## config.mk

```make
export PLATFORM = sky130hd
export DESIGN_NAME = pbus_bridge
export DESIGN_NICKNAME = d
export VERILOG_FILES = /design/src/rtl/pbus_pkg.sv /design/src/rtl/pbus_host_dec.sv /design/src/rtl/pbus_cmd_reg.sv /design/src/rtl/pbus_seq.sv /design/src/rtl/pbus_bridge.sv
export SDC_FILE = /design/constraint.sdc
export NUM_CORES = 1
export LEC_CHECK = 0
export ABC_CLOCK_PERIOD_IN_PS = 1900
export BUFFER_PORTS_ARGS = -buffer_cell sky130_fd_sc_hd__buf_2
export CAP_MARGIN = 15
export CORE_UTILIZATION = 37
export CTS_CLUSTER_DIAMETER = 40
export CTS_CLUSTER_SIZE = 28
export DETAILED_ROUTE_END_ITERATION = 8
export GPL_TIMING_DRIVEN = 0
export HOLD_SLACK_MARGIN = 0.03
export PLACE_DENSITY = 0.79
export SLEW_MARGIN = 20
export SYNTH_ARGS = -nofsm -noshare
export SYNTH_HDL_FRONTEND = slang
export SYNTH_SLANG_ARGS = --single-unit
```

## constraint.sdc

```tcl
create_clock -name clk -period 1.9 [get_ports clk]
set_clock_uncertainty 0.1 [all_clocks]
set_input_delay 0 -clock clk [delete_from_list [all_inputs] [get_ports clk]]
set_output_delay 0 -clock clk [all_outputs]
set_load 0.01 [all_outputs]
```

## src/rtl/pbus_pkg.sv

```systemverilog
// Package: shared field positions and types for the indirect peripheral bus bridge.
// Assumes two guests selected by one bit and an 8-bit guest bus.
package pbus_pkg;

    localparam int BIT_BUSY  = 25;
    localparam int BIT_DIR   = 23;
    localparam int BIT_GSEL  = 20;
    localparam int BIT_PHASE = 16;
    localparam int BYTE_W    = 8;
    localparam int GUESTS    = 2;

    // Latched command fields
    typedef struct packed {
        logic              dir;    // 1 = write to guest
        logic              gsel;   // guest index
        logic              phase;  // 0 = address, 1 = data
        logic [BYTE_W-1:0] byte_f; // address / data byte
    } cmd_t;

    typedef enum logic [1:0] {
        SQ_IDLE   = 2'd0,
        SQ_SETUP  = 2'd1,
        SQ_STROBE = 2'd2,
        SQ_HOLD   = 2'd3
    } sq_state_e;

    typedef enum logic [1:0] {
        OP_ADDR  = 2'd0,
        OP_WRITE = 2'd1,
        OP_READ  = 2'd2
    } op_kind_e;

    // Classify a command into the guest cycle it produces
    function automatic op_kind_e op_of(input cmd_t c);
        if (!c.phase)   return OP_ADDR;
        else if (c.dir) return OP_WRITE;
        else            return OP_READ;
    endfunction

endpackage

```

## src/rtl/pbus_host_dec.sv

```systemverilog
// Host decode: flags single-cycle host reads and writes that hit the command word.
// Assumes the host presents sel/wr/addr for exactly one cycle per access.
module pbus_host_dec #(
    parameter int              HOST_AW = 12,
    parameter logic [HOST_AW-1:0] CMD_OFS = 12'h200
) (
    input  logic               host_sel,
    input  logic               host_wr,
    input  logic [HOST_AW-1:0] host_addr,
    output logic               wr_hit,
    output logic               rd_hit
);

    logic addr_match;

    // Compare the offset against the command word location
    always_comb begin
        addr_match = (host_addr == CMD_OFS);
        wr_hit     = host_sel &&  host_wr && addr_match;
        rd_hit     = host_sel && !host_wr && addr_match;
    end

endmodule

```

## src/rtl/pbus_cmd_reg.sv

```systemverilog
// Command/status word: accepts commands while idle, holds busy, stores returned bytes.
// Assumes done and cap_en come from the sequencer, and start is consumed the same cycle.
module pbus_cmd_reg
    import pbus_pkg::*;
(
    input  logic              clk,
    input  logic              rst_n,
    input  logic              wr_hit,
    input  logic              rd_hit,
    input  logic [31:0]       wdata,
    input  logic              cap_en,
    input  logic [BYTE_W-1:0] cap_byte,
    input  logic              done,
    output logic              start,
    output logic              busy,
    output cmd_t              cmd,
    output logic [31:0]       rdata
);

    cmd_t cmd_q;
    logic busy_q;
    logic unused_wbits;

    assign unused_wbits = ^{wdata[31:24], wdata[22:21], wdata[19:17], wdata[15:8]};

    // A command is taken only while no guest cycle is outstanding
    always_comb start = wr_hit && !busy_q;

    // Busy flag: set on acceptance, cleared by the sequencer's done
    always_ff @(posedge clk) begin
        if (!rst_n)      busy_q <= 1'b0;
        else if (start)  busy_q <= 1'b1;
        else if (done)   busy_q <= 1'b0;
    end

    // Command fields: loaded on acceptance, byte replaced by read capture
    always_ff @(posedge clk) begin
        if (!rst_n) begin
            cmd_q <= '0;
        end else if (start) begin
            cmd_q.dir    <= wdata[BIT_DIR];
            cmd_q.gsel   <= wdata[BIT_GSEL];
            cmd_q.phase  <= wdata[BIT_PHASE];
            cmd_q.byte_f <= wdata[BYTE_W-1:0];
        end else if (cap_en) begin
            cmd_q.byte_f <= cap_byte;
        end
    end

    // Assemble the host-visible word; unused bits read zero
    always_comb begin
        rdata = '0;
        if (rd_hit) begin
            rdata[BIT_BUSY]     = busy_q;
            rdata[BIT_DIR]      = cmd_q.dir;
            rdata[BIT_GSEL]     = cmd_q.gsel;
            rdata[BIT_PHASE]    = cmd_q.phase;
            rdata[BYTE_W-1:0]   = cmd_q.byte_f;
        end
    end

    assign busy = busy_q;
    assign cmd  = cmd_q;

    // busy is visible on the clock after acceptance
    p_busy_after_start_r3: assert property (@(posedge clk) disable iff (!rst_n)
        start |=> busy_q);

    // a write while busy leaves the fields untouched
    p_ignore_busy_write_r4: assert property (@(posedge clk) disable iff (!rst_n)
        (busy_q && wr_hit && !cap_en) |=> $stable(cmd_q));

    // busy only falls after the sequencer signals completion
    p_busy_fall_on_done_r9: assert property (@(posedge clk) disable iff (!rst_n)
        $fell(busy_q) |-> $past(done));

endmodule

```

## src/rtl/pbus_seq.sv

```systemverilog
// Guest bus sequencer: setup, strobe for STROBE_CLKS clocks, one hold clock.
// Assumes cmd is stable from start until done; STROBE_CLKS >= 1.
module pbus_seq
    import pbus_pkg::*;
#(
    parameter int STROBE_CLKS = 3
) (
    input  logic              clk,
    input  logic              rst_n,
    input  logic              start,
    input  cmd_t              cmd,
    input  logic [BYTE_W-1:0] gbus_ad_i,
    output logic [GUESTS-1:0] gbus_cs_n,
    output logic              gbus_ale,
    output logic              gbus_rd_n,
    output logic              gbus_wr_n,
    output logic [BYTE_W-1:0] gbus_ad_o,
    output logic              gbus_ad_oe,
    output logic              cap_en,
    output logic [BYTE_W-1:0] cap_byte,
    output logic              done
);

    localparam int CNT_W = (STROBE_CLKS > 1) ? $clog2(STROBE_CLKS) : 1;
    localparam logic [CNT_W-1:0] CNT_LAST = CNT_W'(STROBE_CLKS - 1);

    sq_state_e  state_q;
    logic [CNT_W-1:0] cnt_q;
    op_kind_e   op;
    logic       strobe_on;
    logic       last_strobe;

    always_comb begin
        op          = op_of(cmd);
        strobe_on   = (state_q == SQ_STROBE);
        last_strobe = strobe_on && (cnt_q == CNT_LAST);
    end

    // State progression of one guest cycle
    always_ff @(posedge clk) begin
        if (!rst_n) begin
            state_q <= SQ_IDLE;
        end else begin
            unique case (state_q)
                SQ_IDLE:   if (start)       state_q <= SQ_SETUP;
                SQ_SETUP:                   state_q <= SQ_STROBE;
                SQ_STROBE: if (last_strobe) state_q <= SQ_HOLD;
                SQ_HOLD:                    state_q <= SQ_IDLE;
                default:                    state_q <= SQ_IDLE;
            endcase
        end
    end

    // Strobe width counter
    always_ff @(posedge clk) begin
        if (!rst_n)          cnt_q <= '0;
        else if (strobe_on)  cnt_q <= last_strobe ? '0 : cnt_q + 1'b1;
        else                 cnt_q <= '0;
    end

    // Chip select decode: one low line per active cycle
    generate
        for (genvar g = 0; g < GUESTS; g++) begin : g_cs
            assign gbus_cs_n[g] = !((state_q != SQ_IDLE) && (cmd.gsel == 1'(g)));
        end
    endgenerate

    // Strobes and bus drive derived from state and cycle kind
    always_comb begin
        gbus_ale   = strobe_on && (op == OP_ADDR);
        gbus_wr_n  = !(strobe_on && (op == OP_WRITE));
        gbus_rd_n  = !(strobe_on && (op == OP_READ));
        gbus_ad_oe = (state_q != SQ_IDLE) && (op != OP_READ);
        gbus_ad_o  = gbus_ad_oe ? cmd.byte_f : '0;
        cap_en     = last_strobe && (op == OP_READ);
        cap_byte   = gbus_ad_i;
        done       = (state_q == SQ_HOLD);
    end

    // never more than one guest selected
    p_one_cs_r8: assert property (@(posedge clk) disable iff (!rst_n)
        $onehot0(~gbus_cs_n));

    // strobes are mutually exclusive
    p_strobe_excl_r5: assert property (@(posedge clk) disable iff (!rst_n)
        $countones({gbus_ale, ~gbus_rd_n, ~gbus_wr_n}) <= 1);

    // a strobe implies a selected guest
    p_strobe_has_cs_r8: assert property (@(posedge clk) disable iff (!rst_n)
        (gbus_ale || !gbus_rd_n || !gbus_wr_n) |-> (gbus_cs_n != '1));

    // bus released while the guest drives read data
    p_no_drive_on_read_r7: assert property (@(posedge clk) disable iff (!rst_n)
        !gbus_rd_n |-> !gbus_ad_oe);

    // strobe counter stays within the configured width
    p_cnt_bound_r5: assert property (@(posedge clk) disable iff (!rst_n)
        int'(cnt_q) < STROBE_CLKS);

endmodule

```

## src/rtl/pbus_bridge.sv

```systemverilog
// Top: indirect peripheral bus bridge joining host decode, command word and sequencer.
// Assumes a single-cycle host register interface and two guests on one 8-bit bus.
module pbus_bridge
    import pbus_pkg::*;
#(
    parameter int                 HOST_AW     = 12,
    parameter logic [HOST_AW-1:0] CMD_OFS     = 12'h200,
    parameter int                 STROBE_CLKS = 3
) (
    input  logic               clk,
    input  logic               rst_n,
    input  logic               host_sel,
    input  logic               host_wr,
    input  logic [HOST_AW-1:0] host_addr,
    input  logic [31:0]        host_wdata,
    output logic [31:0]        host_rdata,
    output logic [1:0]         gbus_cs_n,
    output logic               gbus_ale,
    output logic               gbus_rd_n,
    output logic               gbus_wr_n,
    output logic [7:0]         gbus_ad_o,
    output logic               gbus_ad_oe,
    input  logic [7:0]         gbus_ad_i
);

    logic              wr_hit, rd_hit, start, busy, cap_en, done;
    logic [BYTE_W-1:0] cap_byte;
    cmd_t              cmd;

    pbus_host_dec #(.HOST_AW(HOST_AW), .CMD_OFS(CMD_OFS)) u_dec (
        .host_sel (host_sel),
        .host_wr  (host_wr),
        .host_addr(host_addr),
        .wr_hit   (wr_hit),
        .rd_hit   (rd_hit)
    );

    pbus_cmd_reg u_cmd (
        .clk     (clk),
        .rst_n   (rst_n),
        .wr_hit  (wr_hit),
        .rd_hit  (rd_hit),
        .wdata   (host_wdata),
        .cap_en  (cap_en),
        .cap_byte(cap_byte),
        .done    (done),
        .start   (start),
        .busy    (busy),
        .cmd     (cmd),
        .rdata   (host_rdata)
    );

    pbus_seq #(.STROBE_CLKS(STROBE_CLKS)) u_seq (
        .clk       (clk),
        .rst_n     (rst_n),
        .start     (start),
        .cmd       (cmd),
        .gbus_ad_i (gbus_ad_i),
        .gbus_cs_n (gbus_cs_n),
        .gbus_ale  (gbus_ale),
        .gbus_rd_n (gbus_rd_n),
        .gbus_wr_n (gbus_wr_n),
        .gbus_ad_o (gbus_ad_o),
        .gbus_ad_oe(gbus_ad_oe),
        .cap_en    (cap_en),
        .cap_byte  (cap_byte),
        .done      (done)
    );

    // a guest is selected only while the command word reports busy
    p_cs_needs_busy_r9: assert property (@(posedge clk) disable iff (!rst_n)
        (gbus_cs_n != '1) |-> busy);

endmodule

```

==> results of run 1 <==
[final cells by class]
cell class	instances	area, sq um	area share (%)
Timing Repair Buffer	81	508	28.2
Buffer	24	175	9.73
Sequential cell	16	320	17.8
Multi-Input combinational cell	103	699	38.8
Inverter	6	22.5	1.25
Tap cell	31	38.8	2.15
Clock buffer	4	36.3	2.02
[cells in the final DEF (no fill, tap or decap), types with 2 or more instances in the layout]
master / n
nand3_1: 2
clkbuf_4: 3
ha_1: 5
nor3_1: 2
o21ai_0: 2
dfxtp_1: 16
inv_1: 6
buf_2: 61
buf_4: 21
conb_1: 20
nand2_1: 4
clkbuf_1: 2
a211oi_1: 8
and2_1: 19
nor2_1: 14
nand4_1: 2
nor4b_4: 2
a21oi_1: 2
dlygate4sd3_1: 20
mux2i_1: 11
[routing by layer]
metal	track usage (%)	share of wire (%)	vias to the layer above
met2	33.7	53	39
li1	-	-	607
met4	1.05	0	0
met3	4.31	6.5	0
met5	0	0	-
met1	19.1	40	528
[how the worst max path moves through the flow]
stage / from / to / slack (ns) / cells past startpoint
CTS: u_seq.state_q[1]$_SDFFE_PN0P_ / gbus_ad_o[5] / 0.01 / 5
global route: u_seq.state_q[0]$_SDFFE_PN0P_ / gbus_ad_o[7] / 0.09 / 5
global placement: u_seq.state_q[0]$_SDFFE_PN0P_ / u_cmd.cmd[5]$_SDFFE_PN0P_ / 0.03 / 5
floorplan: u_seq.state_q[0]$_SDFFE_PN0P_ / u_cmd.cmd[0]$_SDFFE_PN0P_ / 0.29 / 5
finish: u_seq.state_q[1]$_SDFFE_PN0P_ / gbus_ad_o[7] / 0.23 / 5
detailed placement: u_seq.state_q[0]$_SDFFE_PN0P_ / u_cmd.cmd[4]$_SDFFE_PN0P_ / -0.01 / 5
[state kept, by name (all words and copies together), names as in the netlist]
signal         flops
u_cmd.cmd         11
u_seq.cnt_q        2
u_seq.state_q      2
u_cmd.busy         1
[worst max-delay path, stage by stage (launching register included)]
cell,delay (ns)
dfxtp_1,0.39
inv_1,0.08
ha_1,0.21
a21oi_2,0.30
and2_1,0.19
buf_2,0.13
[cells by family (layout without fill, tap and decap cells)]
group / count (synthesis) / in the layout / share of synthesized area, %
AOI/OAI and AO/OA: 15 / 15 / 9.75
adders and majority gates: 5 / 5 / 5.48
buffers and inverters: 30 / 115 / 17.3
DFF: 16 / 16 / 28.0
muxes: 11 / 11 / 9.64
other: 1 / 20 / 0.328
and+or+nand+nor: 52 / 52 / 29.5
[power groups by stage]
| stage | sequential [uW] | combinational, uW | clock, uW |
|---|---|---|---|
| 6_report | 358 | 327 | 222 |
| 3_3_place_gp | 364 | 286 | 0 |
| 4_1_cts | 357 | 320 | 230 |
| 2_1_floorplan | 363 | 190 | 0 |
| 5_1_grt | 361 | 360 | 243 |
| 3_5_place_dp | 365 | 289 | 0 |
[what timing repair did]
action	CTS	global route
pin swaps	1	0
endpoints found under the setup margin	1	9
hold endpoints to repair	14	0
resized for setup	0	1
hold buffers	20	0
setup buffers	1	0
[stage by stage]
step	std cells	hold slack [ns]
after global routing	265	0.149
after global placement	240	0.129
after CTS	265	0.123
after detailed placement	240	0.140
after floorplan	149	0.0312
final	265	0.134
==> metrics.csv, run 1 <==
metric,value,unit
outcome,"complete, but fails checks",
failing checks,design-rule violations,
register area share after synthesis,28.0,%
Syn Area/Cell,8.79,sq um
"EDFF count, synth",0,
#FFs+latches synth,16,
period utilization,88.1,%
max-slew violations,0,
gpl congestion,0.712,
Post-DP HPWL,2060,microns
via count,1174,
cell taking the most area after synthesis,dfxtp_1,
final-stage net count,296,
ys async rst share,0,%
"Top FF cell, synth",dfxtp_1,
post-synthesis cell area,1140,sq um
PortBufs,60,
GRT Util Overall,17.2,%
CTS Root Cell,clkbuf_4,
full die area,3310,sq um
switching part of the total,30.9,%
placed instance area,1550,sq um
reg2reg setup slack,0.31,ns
top-count cell post-synth,buf_4,
Setup WS pre-CTS,-0.00985,ns
max-capacitance violation count,0,
yosys warns,0,
first-pass GRT wire length,4450,microns
Reg2Reg Launch Point,u_seq.state_q[0]$_SDFFE_PN0P_,
placement row count,19,
PnR worst setup slack,0.226,ns
startpoint types,flop,
Initial Util,40.4,%
TritonRoute pass-1 iters,6,
worst hold path type,primary input to flop,
final design utilization,63.6,%
later-pin clock latency in the skew report,0.28,ns
Worst Path Max Fanout,9,
Die Width,57.6,microns
clk buf depth,2,
hold path endpoint,u_seq.state_q[0]$_SDFFE_PN0P_,
Setup TNS,0,ns
hold path depth,4,
largest net degree at the start of global routing,11,
Iter 0 DRT Violations,18,
CP Class,flop to output pin,
f_max,597,MHz
"Hold Vio Cnt, Final",0,
vias in the first global route,1073,
min-delay src,host_addr[4],
net switching power,280,uW
setup violators final,0,
post-route cell area,1800,sq um
RSZ-0062 raised after global routing,no,
Comb pwr share,36.1,%
"Min Clock Period, post-route",1.67,ns
CTS H-tree depth,1,
Final Power,906,uW
Placeable Area,2830,sq um
share of total power in the clock network,24.5,%
fill count,248,
Mapped Cells,130,
Area Growth Syn to Fin,57.6,%
initial antenna violation count,0,
clock sinks,16,
Pint,626,uW
CP endpoint kind,output pin,
register share of total power,39.5,%
Synth area leaders,"dfxtp_1, buf_4, and2_1",
RR Endpoint,u_seq.state_q[1]$_SDFFE_PN0P_,
"Reg clk slew, reported paths",0.09,ns
Pwr Density,503,nW/um^2
layout cells sized above 1,40.2,%
Post-synth top cells,"buf_4, and2_1, dfxtp_1",
overflow left after global routing,0,
area share of the largest cell type after synthesis,28.0,%
post-DR vias/cell,4.43,
Worst VDD drop,0.305,mV
number of clock buffers inserted by TritonCTS,3,
leakage power,0.000994,uW
CTS tree,yes,
R2R cell count,5,
Boundary Pins,102,
WP data required,1.80,ns
ANT nets after route,0,
synth unique cells,28,
DR WL/cell,10.5,microns
die height,57.6,microns
# DRC,6,
Worst EP arrival,1.57,ns
Diodes inserted,0,
DRT Wirelength,2790,microns
(Power assumes the default switching activity.)
==> run 2, diff against run 1 <==
==> constraint.sdc (replaced) <==
create_clock -name clk -period 1.9 [get_ports clk]
set_clock_uncertainty 0.1 [all_clocks]
set_input_delay 0.475 -clock clk [delete_from_list [all_inputs] [get_ports clk]]
set_output_delay 0.475 -clock clk [all_outputs]
set_load 0.01 [all_outputs]
==> metrics.csv, run 2 (synthesized netlist as in run 1, its figures left out) <==
metric,value,unit
outcome,"complete, but fails checks",
failing checks,"design-rule violations, negative setup slack",
Boundary Pins,102,
vias in the first global route,1039,
Worst VDD drop,0.433,mV
PortBufs,60,
"commonest non-fill, non-tap cell in the layout",buf_2,
max-capacitance violation count,0,
CTS tree,yes,
CTS H-tree depth,1,
Slowest cell on crit path,nor4b_4,
layout cells sized above 1,55.0,%
RSZ-0062 raised after global routing,yes,
max reg flops,11,
largest net degree at the start of global routing,11,
max-slew violations,0,
DRT Wirelength,3150,microns
Iter 0 DRT Violations,25,
f_max,470,MHz
full die area,3310,sq um
startpoint types,primary input,
Worst Path Max Fanout,2,
final-stage net count,282,
Setup TNS,-2.44,ns
most frequent cells in the layout,"buf_2, buf_4, conb_1",
net switching power,312,uW
switching part of the total,32.0,%
post-route insts no fill,251,
first-pass GRT wire length,4660,microns
number of clock buffers inserted by TritonCTS,3,
WP data required,1.32,ns
TritonRoute pass-1 iters,6,
Placeable Area,2830,sq um
Die Width,57.6,microns
Comb pwr share,39.6,%
via count,1153,
CP endpoint kind,output pin,
post-DR vias/cell,4.59,
period utilization,112,%
CP Class,primary input to output pin,
ANT nets after route,0,
"Reg clk slew, reported paths",0.09,ns
Min Hold Slack,0.315,ns
Final Power,975,uW
later-pin clock latency in the skew report,0.29,ns
clk buf depth,2,
fill count,246,
"Min Clock Period, post-route",2.13,ns
die height,57.6,microns
Post-DP HPWL,2250,microns
Register Area,324,sq um
Area Growth Syn to Fin,60.1,%
# DRC,7,
CTS Root Cell,clkbuf_4,
Pint,663,uW
slowest cell delay on critical path,0.31,ns
worst hold path type,primary input to flop,
multi-input logic area,774,sq um
crit-path cells,buf_6 -> nor4b_4 -> nand2_2 -> buf_4 -> nor3_1 -> buf_2,
Initial Util,40.4,%
Diodes inserted,0,
clock sinks,16,
Pwr Density,533,nW/um^2
"Hold Vio Cnt, Final",0,
PnR worst setup slack,-0.228,ns
dpl cells,240,
final design utilization,64.7,%
initial antenna violation count,0,
overflow left after global routing,0,
setup violators final,16,
placement row count,19,
Worst EP arrival,1.55,ns
leakage power,0.000988,uW
gpl congestion,0.777,
Hold Buf Count CTS,0,
DR WL/cell,12.5,microns
GRT Util Overall,18.3,%
register share of total power,37.1,%
share of total power in the clock network,23.3,%
[run 2: cell count changes in the layout (fill, tap and decap cells not counted), moves of 2 or more]
cell / delta
and2_1: -10
and2_4: +10
buf_2: -15
buf_4: +4
buf_6: +15
buf_8: +2
dfxtp_1: -3
dfxtp_2: +3
dlygate4sd3_1: -20
ha_1: -2
inv_1: -3
inv_2: +3
[run 2: worst max-delay path: cells and delay by family]
family / cells / cell delay (ns)
simple gates: 3 / 0.64
buf+inv: 3 / 0.43
[run 2: cell type report]
| cell class | instances | share of cell area, % |
|---|---|---|
| multi-input combinational | 104 | 42.3 |
| clock buffer | 4 | 1.98 |
| inverter | 6 | 1.23 |
| tap | 31 | 2.12 |
| timing repair buffer | 66 | 24.4 |
| buffer | 24 | 10.2 |
| sequential | 16 | 17.7 |
[run 2: what timing repair did]
item,4_1_cts,5_1_grt
pin swaps,13,4
gates cloned,1,1
setup endpoints to repair,30,25
resized for setup,22,26
setup buffers,3,2
[run 2: worst paths after layout]
path                               end                       from  slack, ns  depth (start not counted)
max                     host_rdata[23]               host_addr[6]      -0.23                          6
min          u_cmd.cmd[8]$_SDFFE_PN0P_             host_wdata[16]       0.31                          3
max reg2reg  u_cmd.cmd[2]$_SDFFE_PN0P_    u_cmd.busy$_SDFFE_PN0P_       0.34                          4
min reg2reg  u_seq.cnt_q[0]$_SDFF_PP0_  u_seq.cnt_q[0]$_SDFF_PP0_       0.34                          1
[run 2: through the flow]
stage / cell area, sq um / worst slack [ns]
floorplan: 1210 / -0.00406
global placement: 1550 / -0.343
detailed placement: 1550 / -0.359
CTS: 1710 / -0.256
global route: 1830 / -0.270
finish: 1830 / -0.228
[run 2: metal layers]
layer / up-vias / global-route usage [%] / part of all wire, %
li1: 580 / - / -
met1: 519 / 20.6 / 39
met2: 48 / 34.9 / 53
met3: 6 / 4.54 / 6.2
met4: 0 / 3.14 / 1.7
met5: - / 0 / 0
[run 2: power groups by stage]
stage	combinational, uW	sequential (uW)	clock [uW]
floorplan	190	363	0
global placement	288	365	0
detailed placement	294	364	0
CTS	335	361	237
global route	426	362	252
finish	386	361	227
==> run 3, diff against run 2 <==
==> constraint.sdc (replaced) <==
create_clock -name clk -period 1.9 [get_ports clk]
set_clock_uncertainty 0.1 [all_clocks]
set_input_delay 0.19 -clock clk [delete_from_list [all_inputs] [get_ports clk]]
set_output_delay 0.19 -clock clk [all_outputs]
set_load 0.01 [all_outputs]
==> metrics.csv, run 3 (synthesized netlist as in run 1, its figures left out) <==
metric,value,unit
GRT Util Overall,15.1,%
# DRC,7,
"Min Clock Period, post-route",1.73,ns
most frequent cells in the layout,"buf_2, buf_4, conb_1",
slowest cell delay on critical path,0.39,ns
post-DR vias/cell,4.41,
Worst EP arrival,1.44,ns
final-stage net count,279,
initial antenna violation count,0,
clk buf depth,2,
outcome,"complete, but fails checks",
reg2reg setup slack,0.30,ns
fill count,275,
DR WL/cell,9.98,microns
Reg2Reg Launch Point,u_seq.state_q[0]$_SDFFE_PN0P_,
max reg flops,11,
R2R cell count,5,
post-route cell area,1640,sq um
DRT Wirelength,2480,microns
hold path endpoint,u_seq.state_q[0]$_SDFFE_PN0P_,
"commonest non-fill, non-tap cell in the layout",buf_2,
first-pass GRT wire length,3980,microns
Worst Path Max Fanout,9,
Die Width,57.6,microns
Post-DP HPWL,2060,microns
later-pin clock latency in the skew report,0.28,ns
hold path depth,2,
Slowest cell on crit path,dfxtp_1,
Diodes inserted,0,
CTS H-tree depth,1,
number of clock buffers inserted by TritonCTS,3,
placement row count,19,
RSZ-0062 raised after global routing,no,
max-capacitance violation count,0,
min-delay src,rst_n,
Setup TNS,0,ns
Placeable Area,2830,sq um
Boundary Pins,102,
leakage power,0.000927,uW
vias in the first global route,975,
dpl cells,240,
worst hold path type,primary input to flop,
failing checks,design-rule violations,
WP data required,1.61,ns
gpl congestion,0.712,
TritonRoute pass-1 iters,6,
CP endpoint kind,output pin,
max-slew violations,0,
layout cells sized above 1,44.2,%
crit-path cells,inv_1 -> ha_2 -> a21oi_4 -> and2_1 -> buf_2,
clock sinks,16,
startpoint types,flop,
die height,57.6,microns
PnR worst setup slack,0.170,ns
Pwr Density,542,nW/um^2
Setup WS pre-CTS,-0.00985,ns
Initial Util,40.4,%
RR Endpoint,u_seq.state_q[1]$_SDFFE_PN0P_,
Register Area,320,sq um
placed instance area,1550,sq um
post-route insts no fill,248,
Area Growth Syn to Fin,43.7,%
PortBufs,60,
final design utilization,58.0,%
Iter 0 DRT Violations,19,
period utilization,91.1,%
overflow left after global routing,0,
f_max,578,MHz
"Hold Vio Cnt, Final",0,
full die area,3310,sq um
CTS tree,yes,
multi-input logic area,709,sq um
Worst VDD drop,0.302,mV
ANT nets after route,0,
CTS Root Cell,clkbuf_4,
largest net degree at the start of global routing,11,
CP Class,flop to output pin,
setup violators final,0,
via count,1094,
"Reg clk slew, reported paths",0.09,ns
run 3: layout make-up:
cell class	count	area share (%)
Multi-Input combinational cell	103	43.2
Inverter	6	1.37
Buffer	24	10.7
Tap cell	31	2.36
Sequential cell	16	19.5
Timing Repair Buffer	64	20.6
Clock buffer	4	2.21
run 3: worst max-delay path by stage:
stage	endpoint	cells after the start	startpoint	slack (ns)
2_1_floorplan	u_cmd.cmd[0]$_SDFFE_PN0P_	5	u_seq.state_q[0]$_SDFFE_PN0P_	0.29
3_3_place_gp	u_cmd.cmd[5]$_SDFFE_PN0P_	5	u_seq.state_q[0]$_SDFFE_PN0P_	0.03
3_5_place_dp	u_cmd.cmd[4]$_SDFFE_PN0P_	5	u_seq.state_q[0]$_SDFFE_PN0P_	-0.01
4_1_cts	gbus_ad_o[5]	5	u_seq.state_q[1]$_SDFFE_PN0P_	0.01
5_1_grt	gbus_ad_o[1]	5	u_seq.state_q[0]$_SDFFE_PN0P_	0.04
6_report	gbus_ad_o[4]	5	u_seq.state_q[1]$_SDFFE_PN0P_	0.17
run 3: critical path, delay by kind of cell, from the launching register on:
family	cells	cell delay (ns)
AOI/OAI and AO/OA	1	0.21
adders and majority gates	1	0.20
buffers and inverters	2	0.20
DFF	1	0.39
and+or+nand+nor	1	0.16
run 3: where the power goes:
group,total (uW),internal (uW),switching [uW]
clock network,221,117,104
logic,311,146,164
registers,359,349,9.51
total,890,612,278
run 3: routing by layer:
layer	vias up	track usage, %	routed length [microns]	part of all wire [%]
li1	569	-	-	-
met1	482	17.9	1020	41
met2	43	27.6	1250	51
met3	0	4.76	198	8.0
met4	0	1.05	0	0
met5	-	0	0	0
run 3: what timing repair did:
item	4_1_cts	5_1_grt
hold buffers	1	2
hold endpoints to repair	1	2
gates resized for setup	1	4
setup buffers	1	0
setup endpoints to repair	10	18
pin swaps	1	0
run 3: stage by stage:
stage,hold WS [ns],power [uW]
after floorplan,0.221,553
after global placement,0.299,651
after detailed placement,0.304,654
after CTS,0.0311,884
after global routing,0.0697,949
final,0.0691,890
